$ cat config.mk
export PLATFORM = sky130hd
export DESIGN_NAME = hline_lock_loop
export DESIGN_NICKNAME = d
export VERILOG_FILES = /design/src/rtl/hll_pkg.sv /design/src/rtl/hll_nco.sv /design/src/rtl/hll_line_timer.sv /design/src/rtl/hll_loop_filter.sv /design/src/rtl/hll_lock_mon.sv /design/src/rtl/hline_lock_loop.sv
export SDC_FILE = /design/constraint.sdc
export NUM_CORES = 1
export LEC_CHECK = 0
export CAP_MARGIN = 15
export CORE_UTILIZATION = 35
export CTS_BUF_LIST = sky130_fd_sc_hd__clkbuf_4 sky130_fd_sc_hd__clkbuf_8
export DETAILED_ROUTE_END_ITERATION = 8
export HOLD_SLACK_MARGIN = 0.02
export PLACE_DENSITY = 0.46
export SLEW_MARGIN = 40
export SYNTH_ARGS = -nofsm -noshare
export SYNTH_HDL_FRONTEND = slang
export SYNTH_SLANG_ARGS = --single-unit
export TNS_END_PERCENT = 10
$ cat constraint.sdc
create_clock -name clk -period 12.3 [get_ports clk]
set_input_delay 1.845 -clock clk [delete_from_list [all_inputs] [get_ports clk]]
set_output_delay 1.845 -clock clk [all_outputs]
set_load 0.03 [all_outputs]
$ cat src/rtl/hll_pkg.sv
package hll_pkg;

    typedef enum logic {
        STD_60 = 1'b0,
        STD_50 = 1'b1
    } line_std_e;

    // Line length in base ticks for the selected standard.
    function automatic logic [31:0] pick_len(input line_std_e std,
                                             input int unsigned n50,
                                             input int unsigned n60);
        return (std == STD_50) ? n50 : n60;
    endfunction

endpackage

$ cat src/rtl/hll_nco.sv
module hll_nco #(
    parameter int ACC_W = 24
) (
    input  logic             clk,
    input  logic             rst_n,
    input  logic [ACC_W-1:0] inc_i,
    output logic             x4_o,
    output logic             x2_o,
    output logic             base_o,
    output logic [1:0]       sub_o
);

    typedef struct packed {
        logic [ACC_W-1:0] acc;
        logic [1:0]       sub;
        logic             x4;
        logic             x2;
        logic             base;
    } nco_st_t;

    nco_st_t          nco_q, nco_d;
    logic [ACC_W:0]   sum;

    always_comb begin
        nco_d      = nco_q;
        sum        = {1'b0, nco_q.acc} + {1'b0, inc_i};
        nco_d.acc  = sum[ACC_W-1:0];
        nco_d.x4   = sum[ACC_W];
        // half rate: every second carry, base rate: every fourth carry
        nco_d.x2   = sum[ACC_W] & nco_q.sub[0];
        nco_d.base = sum[ACC_W] & (nco_q.sub == 2'd3);
        if (sum[ACC_W]) begin
            nco_d.sub = nco_q.sub + 2'd1;
        end
    end

    always_ff @(posedge clk) begin
        if (!rst_n) begin
            nco_q <= '0;
        end else begin
            nco_q <= nco_d;
        end
    end

    assign x4_o   = nco_q.x4;
    assign x2_o   = nco_q.x2;
    assign base_o = nco_q.base;
    assign sub_o  = nco_q.sub;

endmodule

$ cat src/rtl/hll_line_timer.sv
module hll_line_timer
    import hll_pkg::*;
#(
    parameter int unsigned LINE_50 = 432,
    parameter int unsigned LINE_60 = 429,
    parameter int          CNT_W   = 9,
    parameter int          ERR_W   = 12
) (
    input  logic                    clk,
    input  logic                    rst_n,
    input  logic                    std_sel,
    input  logic                    base_tick,
    input  logic [1:0]              sub_i,
    input  logic                    sync_i,
    output logic                    line_start_o,
    output logic                    edge_o,
    output logic signed [ERR_W-1:0] err_o
);

    localparam int PH_W = CNT_W + 2;

    typedef struct packed {
        logic [CNT_W-1:0] cnt;
        logic [1:0]       sub_dly;
        logic             s1;
        logic             s2;
        logic             start;
        logic             edge_v;
        logic [ERR_W-1:0] err;
    } lt_st_t;

    lt_st_t            lt_q, lt_d;
    logic [31:0]       len;
    logic [CNT_W-1:0]  last;
    logic [PH_W-1:0]   phase;
    logic [PH_W-1:0]   half;
    logic [ERR_W-1:0]  full;
    logic [ERR_W-1:0]  ext;
    logic              rise;

    always_comb begin
        lt_d    = lt_q;
        len     = pick_len(line_std_e'(std_sel), LINE_50, LINE_60);
        last    = CNT_W'(len - 32'd1);
        half    = PH_W'(len * 32'd2);
        full    = ERR_W'(len * 32'd4);

        // line counter, clocked by the base enable
        lt_d.start = 1'b0;
        if (base_tick) begin
            if (lt_q.cnt >= last) begin
                lt_d.cnt   = '0;
                lt_d.start = 1'b1;
            end else begin
                lt_d.cnt = lt_q.cnt + CNT_W'(1);
            end
        end

        // sub-counter delayed so it moves in step with the line counter
        lt_d.sub_dly = sub_i;

        // sync edge detection
        lt_d.s1 = sync_i;
        lt_d.s2 = lt_q.s1;
        rise    = lt_q.s1 & ~lt_q.s2;

        // phase in quarter base ticks, wrapped around line start
        phase       = {lt_q.cnt, lt_q.sub_dly};
        ext         = {1'b0, phase};
        lt_d.edge_v = rise;
        if (rise) begin
            lt_d.err = (phase < half) ? ext : (ext - full);
        end
    end

    always_ff @(posedge clk) begin
        if (!rst_n) begin
            lt_q <= '0;
        end else begin
            lt_q <= lt_d;
        end
    end

    assign line_start_o = lt_q.start;
    assign edge_o       = lt_q.edge_v;
    assign err_o        = $signed(lt_q.err);

endmodule

$ cat src/rtl/hll_loop_filter.sv
module hll_loop_filter #(
    parameter int          ACC_W    = 24,
    parameter int          ERR_W    = 12,
    parameter int unsigned NOM_INC  = 2264924,
    parameter int          KP_SHIFT = 9,
    parameter int          KI_SHIFT = 5,
    parameter int          INT_W    = 14,
    parameter int unsigned INT_LIM  = 4096
) (
    input  logic                    clk,
    input  logic                    rst_n,
    input  logic                    edge_i,
    input  logic signed [ERR_W-1:0] err_i,
    output logic [ACC_W-1:0]        inc_o,
    output logic signed [INT_W-1:0] integ_o
);

    localparam int CW = ACC_W + ERR_W + INT_W + KP_SHIFT + KI_SHIFT + 2;
    localparam logic signed [CW-1:0] NOM_S  = CW'(NOM_INC);
    localparam logic signed [CW-1:0] SPAN_S = CW'(NOM_INC / 8);
    localparam logic signed [CW-1:0] LIM_S  = CW'(INT_LIM);

    typedef struct packed {
        logic [ACC_W-1:0] inc;
        logic [INT_W-1:0] integ;
    } lf_st_t;

    localparam lf_st_t LF_RST = '{inc: ACC_W'(NOM_INC), integ: '0};

    lf_st_t                 lf_q, lf_d;
    logic signed [CW-1:0]   err_x, int_x, i_sum, i_sat;
    logic signed [CW-1:0]   p_term, i_term, inc_raw, inc_cl;

    always_comb begin
        lf_d  = lf_q;
        err_x = CW'($signed(err_i));
        int_x = CW'($signed(lf_q.integ));

        // integrating term with anti-windup clamp
        i_sum = int_x + err_x;
        if (i_sum > LIM_S) begin
            i_sat = LIM_S;
        end else if (i_sum < -LIM_S) begin
            i_sat = -LIM_S;
        end else begin
            i_sat = i_sum;
        end

        p_term  = err_x <<< KP_SHIFT;
        i_term  = i_sat <<< KI_SHIFT;
        inc_raw = NOM_S - p_term - i_term;

        if (inc_raw > NOM_S + SPAN_S) begin
            inc_cl = NOM_S + SPAN_S;
        end else if (inc_raw < NOM_S - SPAN_S) begin
            inc_cl = NOM_S - SPAN_S;
        end else begin
            inc_cl = inc_raw;
        end

        if (edge_i) begin
            lf_d.integ = i_sat[INT_W-1:0];
            lf_d.inc   = inc_cl[ACC_W-1:0];
        end
    end

    always_ff @(posedge clk) begin
        if (!rst_n) begin
            lf_q <= LF_RST;
        end else begin
            lf_q <= lf_d;
        end
    end

    assign inc_o   = lf_q.inc;
    assign integ_o = $signed(lf_q.integ);

endmodule

$ cat src/rtl/hll_lock_mon.sv
module hll_lock_mon
    import hll_pkg::*;
#(
    parameter int unsigned LINE_50    = 432,
    parameter int unsigned LINE_60    = 429,
    parameter int          ERR_W      = 12,
    parameter int unsigned LOCK_LINES = 16,
    parameter int unsigned LOCK_TOL   = 8,
    parameter int          TMO_W      = 10
) (
    input  logic                    clk,
    input  logic                    rst_n,
    input  logic                    std_sel,
    input  logic                    base_tick,
    input  logic                    edge_i,
    input  logic signed [ERR_W-1:0] err_i,
    output logic                    locked_o
);

    localparam int GC_W = $clog2(LOCK_LINES + 1);

    typedef struct packed {
        logic [GC_W-1:0]  good;
        logic [TMO_W-1:0] tmo;
        logic             locked;
    } lm_st_t;

    lm_st_t            lm_q, lm_d;
    logic [31:0]       len;
    logic [TMO_W-1:0]  lim;
    logic [ERR_W-1:0]  eb;
    logic [ERR_W-1:0]  mag;
    logic              in_tol;

    always_comb begin
        lm_d   = lm_q;
        len    = pick_len(line_std_e'(std_sel), LINE_50, LINE_60);
        lim    = TMO_W'(len + len / 32'd2);
        eb     = err_i;
        mag    = eb[ERR_W-1] ? (ERR_W'(0) - eb) : eb;
        in_tol = (mag <= ERR_W'(LOCK_TOL));

        if (edge_i) begin
            lm_d.tmo = '0;
            if (in_tol) begin
                if (lm_q.good < GC_W'(LOCK_LINES)) begin
                    lm_d.good = lm_q.good + GC_W'(1);
                end
                lm_d.locked = (lm_d.good >= GC_W'(LOCK_LINES));
            end else begin
                lm_d.good   = '0;
                lm_d.locked = 1'b0;
            end
        end else if (base_tick && (lm_q.tmo < lim)) begin
            lm_d.tmo = lm_q.tmo + TMO_W'(1);
            if (lm_d.tmo >= lim) begin
                lm_d.good   = '0;
                lm_d.locked = 1'b0;
            end
        end
    end

    always_ff @(posedge clk) begin
        if (!rst_n) begin
            lm_q <= '0;
        end else begin
            lm_q <= lm_d;
        end
    end

    assign locked_o = lm_q.locked;

endmodule

$ cat src/rtl/hline_lock_loop.sv
module hline_lock_loop #(
    parameter int          ACC_W      = 24,
    parameter int unsigned NOM_INC    = 2264924,
    parameter int unsigned LINE_50    = 432,
    parameter int unsigned LINE_60    = 429,
    parameter int          KP_SHIFT   = 9,
    parameter int          KI_SHIFT   = 5,
    parameter int unsigned INT_LIM    = 4096,
    parameter int unsigned LOCK_LINES = 16,
    parameter int unsigned LOCK_TOL   = 8
) (
    input  logic clk,
    input  logic rst_n,
    input  logic sync_in,
    input  logic std_sel,
    output logic base_en,
    output logic x2_en,
    output logic x4_en,
    output logic line_start,
    output logic locked
);

    localparam int unsigned LINE_MAX = (LINE_50 > LINE_60) ? LINE_50 : LINE_60;
    localparam int CNT_W = $clog2(LINE_MAX);
    localparam int ERR_W = CNT_W + 3;
    localparam int INT_W = $clog2(INT_LIM + 1) + 1;
    localparam int TMO_W = $clog2(LINE_MAX + LINE_MAX / 2 + 1);

    logic [ACC_W-1:0]        nco_inc;
    logic [1:0]              nco_sub;
    logic                    edge_v;
    logic signed [ERR_W-1:0] ph_err;
    logic signed [INT_W-1:0] filt_integ;

    hll_nco #(
        .ACC_W (ACC_W)
    ) u_nco (
        .clk    (clk),
        .rst_n  (rst_n),
        .inc_i  (nco_inc),
        .x4_o   (x4_en),
        .x2_o   (x2_en),
        .base_o (base_en),
        .sub_o  (nco_sub)
    );

    hll_line_timer #(
        .LINE_50 (LINE_50),
        .LINE_60 (LINE_60),
        .CNT_W   (CNT_W),
        .ERR_W   (ERR_W)
    ) u_timer (
        .clk          (clk),
        .rst_n        (rst_n),
        .std_sel      (std_sel),
        .base_tick    (base_en),
        .sub_i        (nco_sub),
        .sync_i       (sync_in),
        .line_start_o (line_start),
        .edge_o       (edge_v),
        .err_o        (ph_err)
    );

    hll_loop_filter #(
        .ACC_W    (ACC_W),
        .ERR_W    (ERR_W),
        .NOM_INC  (NOM_INC),
        .KP_SHIFT (KP_SHIFT),
        .KI_SHIFT (KI_SHIFT),
        .INT_W    (INT_W),
        .INT_LIM  (INT_LIM)
    ) u_filt (
        .clk     (clk),
        .rst_n   (rst_n),
        .edge_i  (edge_v),
        .err_i   (ph_err),
        .inc_o   (nco_inc),
        .integ_o (filt_integ)
    );

    hll_lock_mon #(
        .LINE_50    (LINE_50),
        .LINE_60    (LINE_60),
        .ERR_W      (ERR_W),
        .LOCK_LINES (LOCK_LINES),
        .LOCK_TOL   (LOCK_TOL),
        .TMO_W      (TMO_W)
    ) u_lock (
        .clk       (clk),
        .rst_n     (rst_n),
        .std_sel   (std_sel),
        .base_tick (base_en),
        .edge_i    (edge_v),
        .err_i     (ph_err),
        .locked_o  (locked)
    );

endmodule

After elaboration in Yosys (flattened, before gate mapping):

Cells that the tools add are included.

* register bits after elaboration: 110
* bits in latches: 0
* bits in writable memories: 0
* bits in read-only memories: 0
* output and inout bits: 5
* memories: 0

* add/sub/neg operators: 12
* multipliers: 0
* div/mod/pow operators: 0
* magnitude comparators: 11
* eq/ne operators: 1
* shift operators: 0
* multiplexer cells: 18
* bitwise gates (word level): 5
* reductions and logical operators: 6

Operators by type and width (count)
* 2-to-1 mux 61 bit: 2
* greater-than comparator 66 x 23 -> 1 bit, second input constant: 1
* < comparator 66 x 22 -> 1 bit, second input constant: 1
* subtractor 24 x 66 -> 66 bit: 1
* 2-to-1 mux 24 bit: 2
* 2-to-1 mux 16 bit: 2
* 2-to-1 mux 5 bit: 6
* adder 24 x 24 -> 25 bit: 1
* 2-to-1 mux 12 bit: 2
* subtractor 23 x 21 -> 24 bit, first input constant: 1
* adder 14 x 12 -> 15 bit: 1
* greater-than comparator 15 x 14 -> 1 bit, second input constant: 1
* < comparator 15 x 13 -> 1 bit, second input constant: 1
* <= comparator 12 x 4 -> 1 bit, second input constant: 1
* subtractor 1 x 12 -> 12 bit, first input constant: 1
* subtractor 11 x 12 -> 12 bit: 1
* < comparator 11 bit: 1
* adder 10 x 1 -> 10 bit, second input constant: 1
* adder 9 x 8 -> 10 bit: 1
* >= comparator 10 bit: 1
* < comparator 10 bit: 1
* adder 9 x 1 -> 9 bit, second input constant: 1
* >= comparator 9 bit: 1
* 2-to-1 mux 9 bit: 1
* 13 further kinds: 20

Depth between registers and ports, before layout:

Gate-level depths: netlist (run 1).

* depth in word-level cells: 8
* gate-level depth with buffers: 31
* gate-level depth less buffers: 29

Cells and area by module:

A second synthesis (run 1) with hierarchy kept.

* cell total of the unflattened synthesis: 1092
* area, all modules: 8826.0 sq um

By module, submodules not included
* hll_loop_filter: times used 1, cells each 536, area an instance 4106.4 sq um
* hll_nco: times used 1, cells each 240, area an instance 2078.2 sq um
* hll_line_timer: times used 1, cells each 190, area an instance 1606.5 sq um
* hll_lock_mon: times used 1, cells each 126, area an instance 1034.7 sq um

Worst setup path before layout (run 1):

Ideal clock, no wire load.

* path type: register to register
* from: reg u_timer.lt_q, in the netlist u_timer.err_o[0]
* to: reg u_filt.lf_q, in the netlist u_filt.inc_o[6]
* setup time: 117 ps
* arrival: 6549 ps
* data required time: 12183 ps
* slack: 5634 ps
* stages on the path, launching flop included: 29
* path buffers: 0
* clock period less this slack: 6666 ps
* path through: dfxtp_1 ha_1 fa_1 a211oi_2 nor3b_1 or3b_1 or4b_1 nor4_2 and3_2 nor2_1 nor3_1 inv_1 ha_1 nand2b_1 o31a_1 o21a_1 o21a_1 o21a_1 o21ai_0 nand2b_1 a31o_2 ha_1 or4_1 a21oi_1 nand3_1 a21oi_1 nand2_1 o41a_1 o22a_1

* cells in the longest elaborated chain, start to end: 8
* elaborated cells between the ends (all ways): 11
* those cells by class: 3 x add/sub; 4 x order compare; 4 x mux

RTL lines
* start, declared: RTL line hll_line_timer.sv:32 `lt_st_t lt_q, lt_d;`
* start signal, assigned: RTL line hll_line_timer.sv:80 `lt_q <= lt_d;`
* adder 14 x 12 -> 15 bit (*): RTL line hll_loop_filter.sv:40 `i_sum = int_x + err_x;`
* < comparator 15 x 13 -> 1 bit: RTL line hll_loop_filter.sv:43 `end else if (i_sum < -LIM_S) begin`
* 2-to-1 mux 61 bit: RTL line hll_loop_filter.sv:43
* 2-to-1 mux 61 bit (*): RTL line hll_loop_filter.sv:41 `if (i_sum > LIM_S) begin`
* named net u_filt.i_sat[3]: RTL line hll_loop_filter.sv:31 `logic signed [CW-1:0] err_x, int_x, i_sum, i_sat;`
* subtractor 24 x 66 -> 66 bit (*): RTL line hll_loop_filter.sv:51 `inc_raw = NOM_S - p_term - i_term;`
* < comparator 66 x 22 -> 1 bit: RTL line hll_loop_filter.sv:55 `end else if (inc_raw < NOM_S - SPAN_S) begin`
* 2-to-1 mux 24 bit: RTL line hll_loop_filter.sv:55
* 2-to-1 mux 24 bit (*): RTL line hll_loop_filter.sv:53 `if (inc_raw > NOM_S + SPAN_S) begin`
* end signal, assigned: RTL line hll_loop_filter.sv:71 `lf_q <= lf_d;`
* end, declared: RTL line hll_loop_filter.sv:30 `lf_st_t lf_q, lf_d;`

The timed path passes the listed nets; every way through them passes the cells marked *.
A chain may end at the register's enable or synchronous reset.

Worst setup path after layout (run 1):

* from: reg u_timer.lt_q, in the netlist u_timer.err_o[0]
* to: reg u_filt.lf_q, in the netlist u_filt.inc_o[11]

* cells in the longest elaborated chain, start to end: 8
* elaborated cells between the ends (all ways): 11
* those cells by class: 3 x add/sub; 4 x order compare; 4 x mux

RTL lines (RTL line)
* adder 14 x 12 -> 15 bit: hll_loop_filter.sv:40
* < comparator 15 x 13 -> 1 bit: hll_loop_filter.sv:43
* 2-to-1 mux 61 bit: hll_loop_filter.sv:43
* 2-to-1 mux 61 bit: hll_loop_filter.sv:41
* subtractor 24 x 66 -> 66 bit (*): hll_loop_filter.sv:51
* < comparator 66 x 22 -> 1 bit: hll_loop_filter.sv:55
* 2-to-1 mux 24 bit: hll_loop_filter.sv:55
* 2-to-1 mux 24 bit (*): hll_loop_filter.sv:53

Mark *: on every way between the ends. The rest lies on a longest branch, timed or not.

==> results of run 1 <==
-- critical path: stages, from the launching register on --
cell and delay (ns):
dfxtp_1 0.39, ha_1 0.28, fa_1 0.45, a211oi_2 0.36, o211a_1 0.28, o211ai_1 0.16
or4b_1 0.56, nor4_2 0.27, and3_2 0.27, or2_0 0.31, nand2_1 0.18, ha_1 0.36
nor2_1 0.26, inv_1 0.07, a21oi_1 0.24, o31a_1 0.20, o21ai_1 0.13, a211oi_1 0.43
o21ai_0 0.20, ha_1 0.23, a2111oi_0 0.38, nand2_1 0.10, o31ai_1 0.08, nand4_1 0.12
a21oi_1 0.51, o21ai_0 0.25, o21ai_1 0.39, o221a_2 0.25
-- layout make-up --
cell class	instances	area (µm²)	area share, %
Sequential cell	109	2180	25.2
Multi-Input combinational cell	797	5580	64.4
Inverter	61	229	2.64
Timing Repair Buffer	11	103	1.18
Clock buffer	10	138	1.59
Clock inverter	5	41.3	0.477
Tap cell	313	392	4.52
-- cell families after synthesis --
group	Yosys count	share of synthesized area, %
AO/OA/AOI/OAI	282	24.6
XOR/XNOR	60	6.62
adder cells (fa/ha/maj)	97	15.1
buffers and inverters	93	4.94
flip-flops	109	26.7
multiplexers	10	1.30
AND/OR/NAND/NOR	348	20.7
-- synth_stat cells (17+ instances only) --
| cell | n |
|---|---|
| clkbuf_1 | 25 |
| inv_1 | 60 |
| a21oi_1 | 66 |
| o211ai_1 | 17 |
| nor3_1 | 34 |
| ha_1 | 95 |
| xnor2_1 | 28 |
| dfxtp_1 | 109 |
| nor2_1 | 106 |
| a31oi_1 | 17 |
| xor2_1 | 30 |
| o21ai_0 | 43 |
| nand2_1 | 81 |
| nand3_1 | 24 |
-- registers in the layout (all words and copies together) (netlist names) --
| register | flops |
|---|---|
| u_filt.inc_o | 24 |
| u_nco.nco_q | 24 |
| u_filt.integ_o | 14 |
| u_lock.lm_q | 14 |
| u_timer.err_o | 12 |
| u_timer.ext | 11 |
| u_nco.sub_o | 2 |
| u_lock.locked_o | 1 |
| u_nco.base_o | 1 |
| u_nco.x2_o | 1 |
| u_nco.x4_o | 1 |
| u_timer.edge_o | 1 |
| u_timer.line_start_o | 1 |
| u_timer.lt_d | 1 |
| u_timer.lt_q | 1 |
-- worst max path at each step --
stage,from,endpoint,depth (start not counted),slack [ns]
final,u_timer.err_o[0],u_filt.inc_o[11],27,4.53
after global routing,u_timer.err_o[0],u_filt.inc_o[15],27,3.78
after CTS,u_timer.err_o[0],u_filt.inc_o[11],27,4.53
after detailed placement,u_timer.err_o[0],u_filt.inc_o[11],27,4.56
after global placement,u_timer.err_o[0],u_filt.inc_o[15],27,4.69
after floorplan,u_timer.err_o[0],u_filt.inc_o[6],28,5.63
-- routing by layer --
metal | vias to the layer above | track usage [%] | wire, µm
met4 | 0 | 3.91 | 180
li1 | 3612 | - | -
met2 | 54 | 29.7 | 9230
met5 | - | 0 | 0
met1 | 3143 | 24.3 | 10600
met3 | 12 | 2.16 | 354
-- report_power, final --
| group | total, mW | internal, mW | switching [mW] |
|---|---|---|---|
| combinational | 0.290 | 0.119 | 0.172 |
| clock | 0.218 | 0.0810 | 0.137 |
| sequential | 0.398 | 0.384 | 0.0136 |
==> run_results.csv, run 1 <==
group,metric,value,unit
run_status,status,"finished, final reports clean",
finish,layout-drive-gt1-share,5.94,%
flow_run,maxCapViolCount,0,
placed_design,dp.cells,1291,
pwr,peakVddDrop,0.0504,mV
finish,final_core_util,38.0,%
finish,instances_no_fill,1306,
timing,hold_viol,0,
finish,finish.instance_area,8660,µm²
timing,fmax,129,MHz
timing,period_minus_slack,7.77,ns
clocking,clock-sinks,109,
synth,netlist.area_leader.share,26.7,%
min_path,min_to,"u_timer.err_o[0]",
routing,wl,20.3,mm
floorplan,rows,55,
critical_path,critical_path_arrival,8.12,ns
routing,drt_iter0_drc,326,
pwr,power_leakage,3.44,nW
min_path,hold_path.class,"register to register",
timing,setup_viol,0,
critical_path,worstSetupPathType,"register to register",
finish,finalNetCount,1090,
routing,wire_per_inst,15.6,µm
clocking,ctsHoldBuffers,0,
routing,dr.pass1.iters,5,
critical_path,r2r-start,"u_timer.err_o[0]",
clocking,cts_made_buffers,9,
synth,synth_ff_type,"dfxtp_1",
critical_path,end_kind,"register",
clocking,cts_resized,0,
finish,final_common_cell,"dfxtp_1",
critical_path,crit_fanout,8,
timing,setup_slack,4.53,ns
timing,maxSlewViolCount,0,
finish,area_growth,6.20,%
critical_path,startpoint_type,"register",
global_routing,grt_max_degree,47,
timing,fin_hold_ws,0.444,ns
timing,relSlewSlack,53.4,%
critical_path,reg2reg_to,"u_filt.inc_o[11]",
synth,synth_area_per_cell,8.17,µm²
synth,synth_top_cell_by_area,"dfxtp_1",
clocking,cts_setup_buffers,0,
floorplan,die_w,155,µm
clocking,cts_tree,"built",
global_routing,grt_pass1_wl,34.0,mm
synth,synth-seq-cells,109,
routing,ant_nets,0,
global_routing,antenna_found_initial,0,
placed_design,dpl_worst_slack,4.56,ns
floorplan,core-area,22800,µm²
clocking,htree_levels,3,
synth,synth_top_cells_by_area,"dfxtp_1 27%, ha_1 15%, nor2_1 4.9%, a21oi_1 4.0%, nand2_1 3.7%",
timing,rsz0062_at_grt,"false",
global_routing,grt_overflow,0,
synth,synthArstFlopShare,0,%
synth,synth_area,8160,µm²
placed_design,port_buffers,8,
floorplan,io_pins,9,
timing,finalCritPeriodShare,63.2,%
synth,synth-edff-count,0,
synth,synth_seq_area_share,26.7,%
synth,synthesis.instances,999,
clocking,clkLatencyLatePin,0.40,ns
pwr,p_per_area,105,nW/µm²
clocking,clkTransAtPathRegs,0.11,ns
routing,vias,6821,
clocking,clk_path_buf_depth,2,
critical_path,r2r_cells,27,
routing,post-route-drc-count,0,
synth,syn_nets,1100,
clocking,clock-root-buffer,"clkbuf_8",
global_routing,grt_pass1_vias,6598,
placed_design,place_congestion,0.816,
pwr,finalPower,906,µW
finish,diodes,0,
min_path,holdCritStartpoint,"u_timer.ext[0]",
placed_design,dpl.hpwl,15.7,mm
floorplan,start_util,35.8,%
synth,ys_types,96,
timing,setup-tns-final,0,ns
global_routing,track_usage,17.7,%
timing,finalClockSkew,0.0189,ns
routing,viasPerCell,5.22,
finish,layout_common_cells,"109 x dfxtp_1, 106 x nor2_1, 95 x ha_1",
placed_design,placed_area,8490,µm²
critical_path,regToRegSetupSlack,4.53,ns
floorplan,die_y,155,µm
synth,yosys_warnings,0,
critical_path,worstPathRequired,12.65,ns
finish,fillCellCount,2423,
timing,worst_pin_slew,0.697,ns
min_path,min_path_cells,2,
floorplan,dieArea,23900,µm²
Power figures use the tool's default switching activity.
==> inputs of run 2 (changes only) <==
--- a/config.mk
+++ b/config.mk
@@ -10,7 +10,7 @@
 export CTS_BUF_LIST = sky130_fd_sc_hd__clkbuf_4 sky130_fd_sc_hd__clkbuf_8
 export DETAILED_ROUTE_END_ITERATION = 8
 export HOLD_SLACK_MARGIN = 0.02
-export PLACE_DENSITY = 0.46
+export PLACE_DENSITY = 0.48
 export SLEW_MARGIN = 40
 export SYNTH_ARGS = -nofsm -noshare
 export SYNTH_HDL_FRONTEND = slang
==> constraint.sdc (replaced) <==
create_clock -name clk -period 6.3 [get_ports clk]
set_input_delay 0.945 -clock clk [delete_from_list [all_inputs] [get_ports clk]]
set_output_delay 0.945 -clock clk [all_outputs]
set_load 0.03 [all_outputs]
==> run_results.csv, run 2 (synthesized netlist as in run 1, its figures left out) <==
group,metric,value,unit
pwr,p_clk_share,25.2,%
flow_run,maxCapViolCount,0,
global_routing,antenna_found_initial,0,
run_status,violations,"negative setup slack",
finish,finalNetCount,1229,
pwr,peakVddDrop,0.0972,mV
pwr,power_leakage,4.18,nW
placed_design,dpl.hpwl,17.0,mm
placed_design,port_buffers,8,
pwr,switching_share,36.7,%
pwr,p_int,1.25,mW
placed_design,place_congestion,0.842,
pwr,combPwrFrac,35.5,%
clocking,cts_made_buffers,9,
run_status,status,"finished, violations left",
routing,drt_iter0_drc,339,
timing,setup_slack,-0.105,ns
finish,layout_common_cells,"139 x buf_4, 107 x dfxtp_1, 104 x nor2_1",
routing,wl,22.1,mm
routing,wire_per_inst,15.3,µm
clocking,clkLatencyLatePin,0.43,ns
routing,viasPerCell,5.08,
routing,ant_nets,0,
timing,fin_hold_ws,0.463,ns
critical_path,crit_slowest_cell,"or4b_4",
floorplan,die_w,155,µm
timing,rsz0062_at_grt,"true",
clocking,clock-root-buffer,"clkbuf_8",
routing,wl_met1,11.0,mm
timing,setup-tns-final,-0.846,ns
critical_path,r2r_cells,29,
clocking,clkTransAtPathRegs,0.14,ns
clocking,clock-sinks,109,
global_routing,grt_overflow,0,
routing,top_layer,"met4",
timing,maxSlewViolCount,0,
pwr,seqPwrFrac,39.3,%
timing,finalClockSkew,0.0250,ns
timing,period_minus_slack,6.40,ns
clocking,htree_levels,3,
timing,fmax,156,MHz
critical_path,crit_fanout,5,
clocking,clk_path_buf_depth,2,
timing,worst_pin_slew,0.692,ns
clocking,cts_tree,"built",
critical_path,crit_path_frequent_cell,"o21a_1",
critical_path,worstSetupPathType,"register to register",
timing,finalCritPeriodShare,102,%
routing,vias,7345,
finish,area_growth,22.2,%
routing,wl_met2,10.4,mm
floorplan,io_pins,9,
finish,layout-drive-gt1-share,20.2,%
global_routing,grt_pass1_wl,36.0,mm
floorplan,dieArea,23900,µm²
routing,post-route-drc-count,0,
global_routing,track_usage,19.0,%
pwr,p_switching,723,µW
pwr,p_per_area,198,nW/µm²
global_routing,grt_pass1_vias,7138,
timing,hold_viol,0,
critical_path,startpoint_type,"register",
floorplan,core-area,22800,µm²
floorplan,die_y,155,µm
global_routing,grt_max_degree,47,
finish,final_common_cell,"buf_4",
critical_path,max_stage_delay,0.56,ns
clocking,ctsHoldBuffers,0,
routing,dr.pass1.iters,5,
routing,wl_met3,370,µm
critical_path,end_kind,"register",
timing,relSlewSlack,53.8,%
min_path,hold_path.class,"register to register",
min_path,min_path_cells,2,
timing,setup_viol,13,
critical_path,critical_path_arrival,6.76,ns
critical_path,worstPathRequired,6.66,ns
finish,diodes,0,
floorplan,rows,55,
floorplan,start_util,35.8,%
-- run 2: cell types whose count changed in the layout (fill, tap and decap cells not counted), sizes merged --
| cell | change |
|---|---|
| buf | +139 |
| clkbuf | -1 |
| clkinv | +1 |
| clkinvlp | -1 |
| inv | +2 |
-- run 2: per-layer routing --
layer | vias to the layer above | track usage [%]
met5 | - | 0
met2 | 62 | 32.4
met3 | 22 | 2.58
met1 | 3375 | 24.5
met4 | 0 | 6.55
li1 | 3886 | -
-- run 2: power groups by stage --
stage          registers [mW]  logic (mW)  clock network (mW)
2_1_floorplan           0.784       0.451                   0
3_3_place_gp            0.790       0.642                   0
3_5_place_dp            0.791       0.642                   0
4_1_cts                 0.776       0.687               0.522
5_1_grt                 0.782       0.783               0.536
6_report                0.775       0.701               0.496
-- run 2: worst max-delay path, delay by kind of cell (launching register included) --
| family | cells | cell delay (ns) |
|---|---|---|
| simple gates | 12 | 2.55 |
| compound gates | 11 | 2.34 |
| fa+ha+maj | 4 | 0.89 |
| flops | 1 | 0.36 |
| buf+inv | 2 | 0.23 |
-- run 2: cell type report --
| cell class | count | area [µm²] |
|---|---|---|
| fillers | 2303 | 12800 |
| well taps | 313 | 392 |
| flip-flops and latches | 109 | 2180 |
| repair buffers | 150 | 1160 |
| multi-input cells | 797 | 5790 |
| clock buffers | 9 | 124 |
| clock inverters | 7 | 101 |
| inverters | 61 | 229 |
-- run 2: path summary, 6_finish.rpt --
| path | slack (ns) | to | startpoint |
|---|---|---|---|
| worst max-delay path | -0.10 | u_filt.inc_o[9] | u_filt.integ_o[0] |
| worst min-delay path | 0.46 | u_timer.err_o[0] | u_timer.ext[0] |
| worst max register to register | -0.10 | u_filt.inc_o[9] | u_filt.integ_o[0] |
| worst min register to register | 0.46 | u_timer.err_o[0] | u_timer.ext[0] |
-- run 2: repair_timing --
action / 4_1_cts / 5_1_grt
pin swaps: 23 / 11
resized for setup: 30 / 9
endpoints found under the setup margin: 22 / 22
setup buffers: 17 / 5
endpoints found under the hold margin: 0 / 0
-- run 2: through the flow --
step	cell area, µm²	power, mW	util [%]	setup slack [ns]	std cells
floorplan	8210	1.23	-	-0.0110	999
CTS	9900	1.99	43.5	-0.151	1441
global route	9970	2.10	43.8	-0.440	1446
detailed placement	9410	1.43	41.3	-0.259	1408
global placement	9400	1.43	41.3	-0.133	1408
finish	9970	1.97	43.8	-0.105	1446
==> inputs of run 3 (changes only) <==
--- a/config.mk
+++ b/config.mk
@@ -8,6 +8,8 @@
 export CAP_MARGIN = 15
 export CORE_UTILIZATION = 35
 export CTS_BUF_LIST = sky130_fd_sc_hd__clkbuf_4 sky130_fd_sc_hd__clkbuf_8
+export CTS_CLUSTER_DIAMETER = 200
+export CTS_CLUSTER_SIZE = 16
 export DETAILED_ROUTE_END_ITERATION = 8
 export HOLD_SLACK_MARGIN = 0.02
 export PLACE_DENSITY = 0.48
==> constraint.sdc (replaced) <==
create_clock -name clk -period 5.3 [get_ports clk]
set_input_delay 0.795 -clock clk [delete_from_list [all_inputs] [get_ports clk]]
set_output_delay 0.795 -clock clk [all_outputs]
set_load 0.03 [all_outputs]
==> run_results.csv, run 3 (synthesized netlist as in run 1, its figures left out) <==
group,metric,value,unit
finish,multi_input_area,5880,µm²
critical_path,crit_slowest_cell,"or4b_4",
placed_design,port_buffers,8,
timing,finalClockSkew,0.0182,ns
floorplan,die_y,155,µm
critical_path,startpoint_type,"register",
finish,final_common_cell,"buf_4",
finish,diodes,0,
timing,fin_hold_ws,0.445,ns
placed_design,place_congestion,0.811,
routing,vias,7548,
routing,post-route-drc-count,0,
pwr,p_switching,822,µW
clocking,htree_levels,3,
clocking,clock-sinks,109,
placed_design,dpl_worst_slack,-1.15,ns
floorplan,start_util,35.8,%
floorplan,rows,55,
timing,hold_viol,0,
routing,wire_per_inst,15.0,µm
critical_path,worstPathRequired,5.66,ns
pwr,power_leakage,4.42,nW
global_routing,grt_max_degree,36,
timing,fmax,154,MHz
finish,finish.instance_area,10400,µm²
routing,wl,22.4,mm
routing,ant_nets,0,
global_routing,grt_overflow,0,
critical_path,crit_fanout,5,
pwr,combPwrFrac,37.5,%
clocking,ctsHoldBuffers,0,
timing,rsz0062_at_grt,"true",
clocking,cts_made_buffers,9,
critical_path,max_stage_delay,0.51,ns
finish,final_core_util,45.8,%
pwr,peakVddDrop,0.135,mV
global_routing,antenna_found_initial,0,
clocking,clkLatencyLatePin,0.41,ns
timing,setup_viol,22,
flow_run,maxCapViolCount,0,
finish,area_growth,27.9,%
timing,relSlewSlack,51.8,%
min_path,hold_path.class,"register to register",
global_routing,grt_pass1_vias,7533,
finish,layout-drive-gt1-share,25.1,%
placed_design,dp.cells,1456,
run_status,status,"finished, violations left",
floorplan,io_pins,9,
pwr,finalPower,2.34,mW
floorplan,dieArea,23900,µm²
placed_design,placed_area,9820,µm²
pwr,p_clk_share,23.2,%
pwr,switching_share,35.2,%
critical_path,worstSetupPathType,"register to register",
critical_path,end_kind,"register",
timing,worst_pin_slew,0.722,ns
timing,finalCritPeriodShare,122,%
finish,layout_common_cells,"192 x buf_4, 107 x dfxtp_1, 104 x nor2_1",
routing,dr.pass1.iters,6,
clocking,cts_tree,"built",
global_routing,track_usage,19.5,%
timing,setup-tns-final,-24.43,ns
placed_design,dpl.hpwl,17.3,mm
global_routing,grt_pass1_wl,37.3,mm
routing,viasPerCell,5.04,
pwr,seqPwrFrac,39.3,%
finish,instances_no_fill,1498,
run_status,violations,"negative setup slack",
floorplan,die_w,155,µm
floorplan,core-area,22800,µm²
critical_path,critPathBufInv,3,
critical_path,path_delay_family,"simple AND/OR/NAND/NOR gates",
routing,drt_iter0_drc,325,
finish,fillCellCount,2322,
critical_path,critical_path_arrival,6.84,ns
finish,seq_area,2190,µm²
timing,maxSlewViolCount,0,
pwr,p_per_area,224,nW/µm²
clocking,clk_path_buf_depth,2,
pwr,p_int,1.52,mW
timing,setup_slack,-1.19,ns
timing,period_minus_slack,6.49,ns
clocking,clkTransAtPathRegs,0.12,ns
clocking,clock-root-buffer,"clkbuf_8",
finish,finalNetCount,1281,
==> run 3: worst paths after layout <==
kind                    start               end  slack, ns  depth (start not counted)
max          u_timer.err_o[0]   u_filt.inc_o[9]      -1.19                         30
min            u_timer.ext[0]  u_timer.err_o[0]       0.44                          2
min reg2reg    u_timer.ext[0]  u_timer.err_o[0]       0.44                          2
max reg2reg  u_timer.err_o[0]   u_filt.inc_o[9]      -1.19                         30
==> run 3: timing repair <==
action / CTS / global route
resized for setup: 30 / 14
pin swaps: 24 / 10
setup endpoints to repair: 22 / 22
buffers inserted: 22 / 4
==> run 3: power groups by stage <==
stage	logic, mW	clock network (mW)	registers [mW]
global route	0.977	0.584	0.928
floorplan	0.541	0	0.931
detailed placement	0.798	0	0.938
CTS	0.858	0.561	0.920
finish	0.877	0.542	0.919
global placement	0.798	0	0.938
==> run 3: metal layers <==
layer | up-vias | routed length (µm) | GRT usage, %
met4 | 0 | 275 | 5.19
met5 | - | 0 | 0
met2 | 77 | 10700 | 34.1
met1 | 3465 | 11000 | 25.1
met3 | 16 | 443 | 2.49
li1 | 3990 | - | -
==> run 3: final cells by class <==
cell class | count | area share [%]
Clock buffer | 10 | 1.32
Clock inverter | 6 | 0.588
Inverter | 61 | 2.19
Multi-Input combinational cell | 797 | 56.4
Sequential cell | 109 | 21.0
Tap cell | 313 | 3.75
Timing Repair Buffer | 202 | 14.8
==> run 3: worst register-to-register path, delay by kind of cell, from the launching register on <==
family / cells / cell delay [ns]
simple gates: 11 / 2.47
compound gates: 11 / 2.13
fa+ha+maj: 5 / 1.11
flops: 1 / 0.37
buf+inv: 3 / 0.37
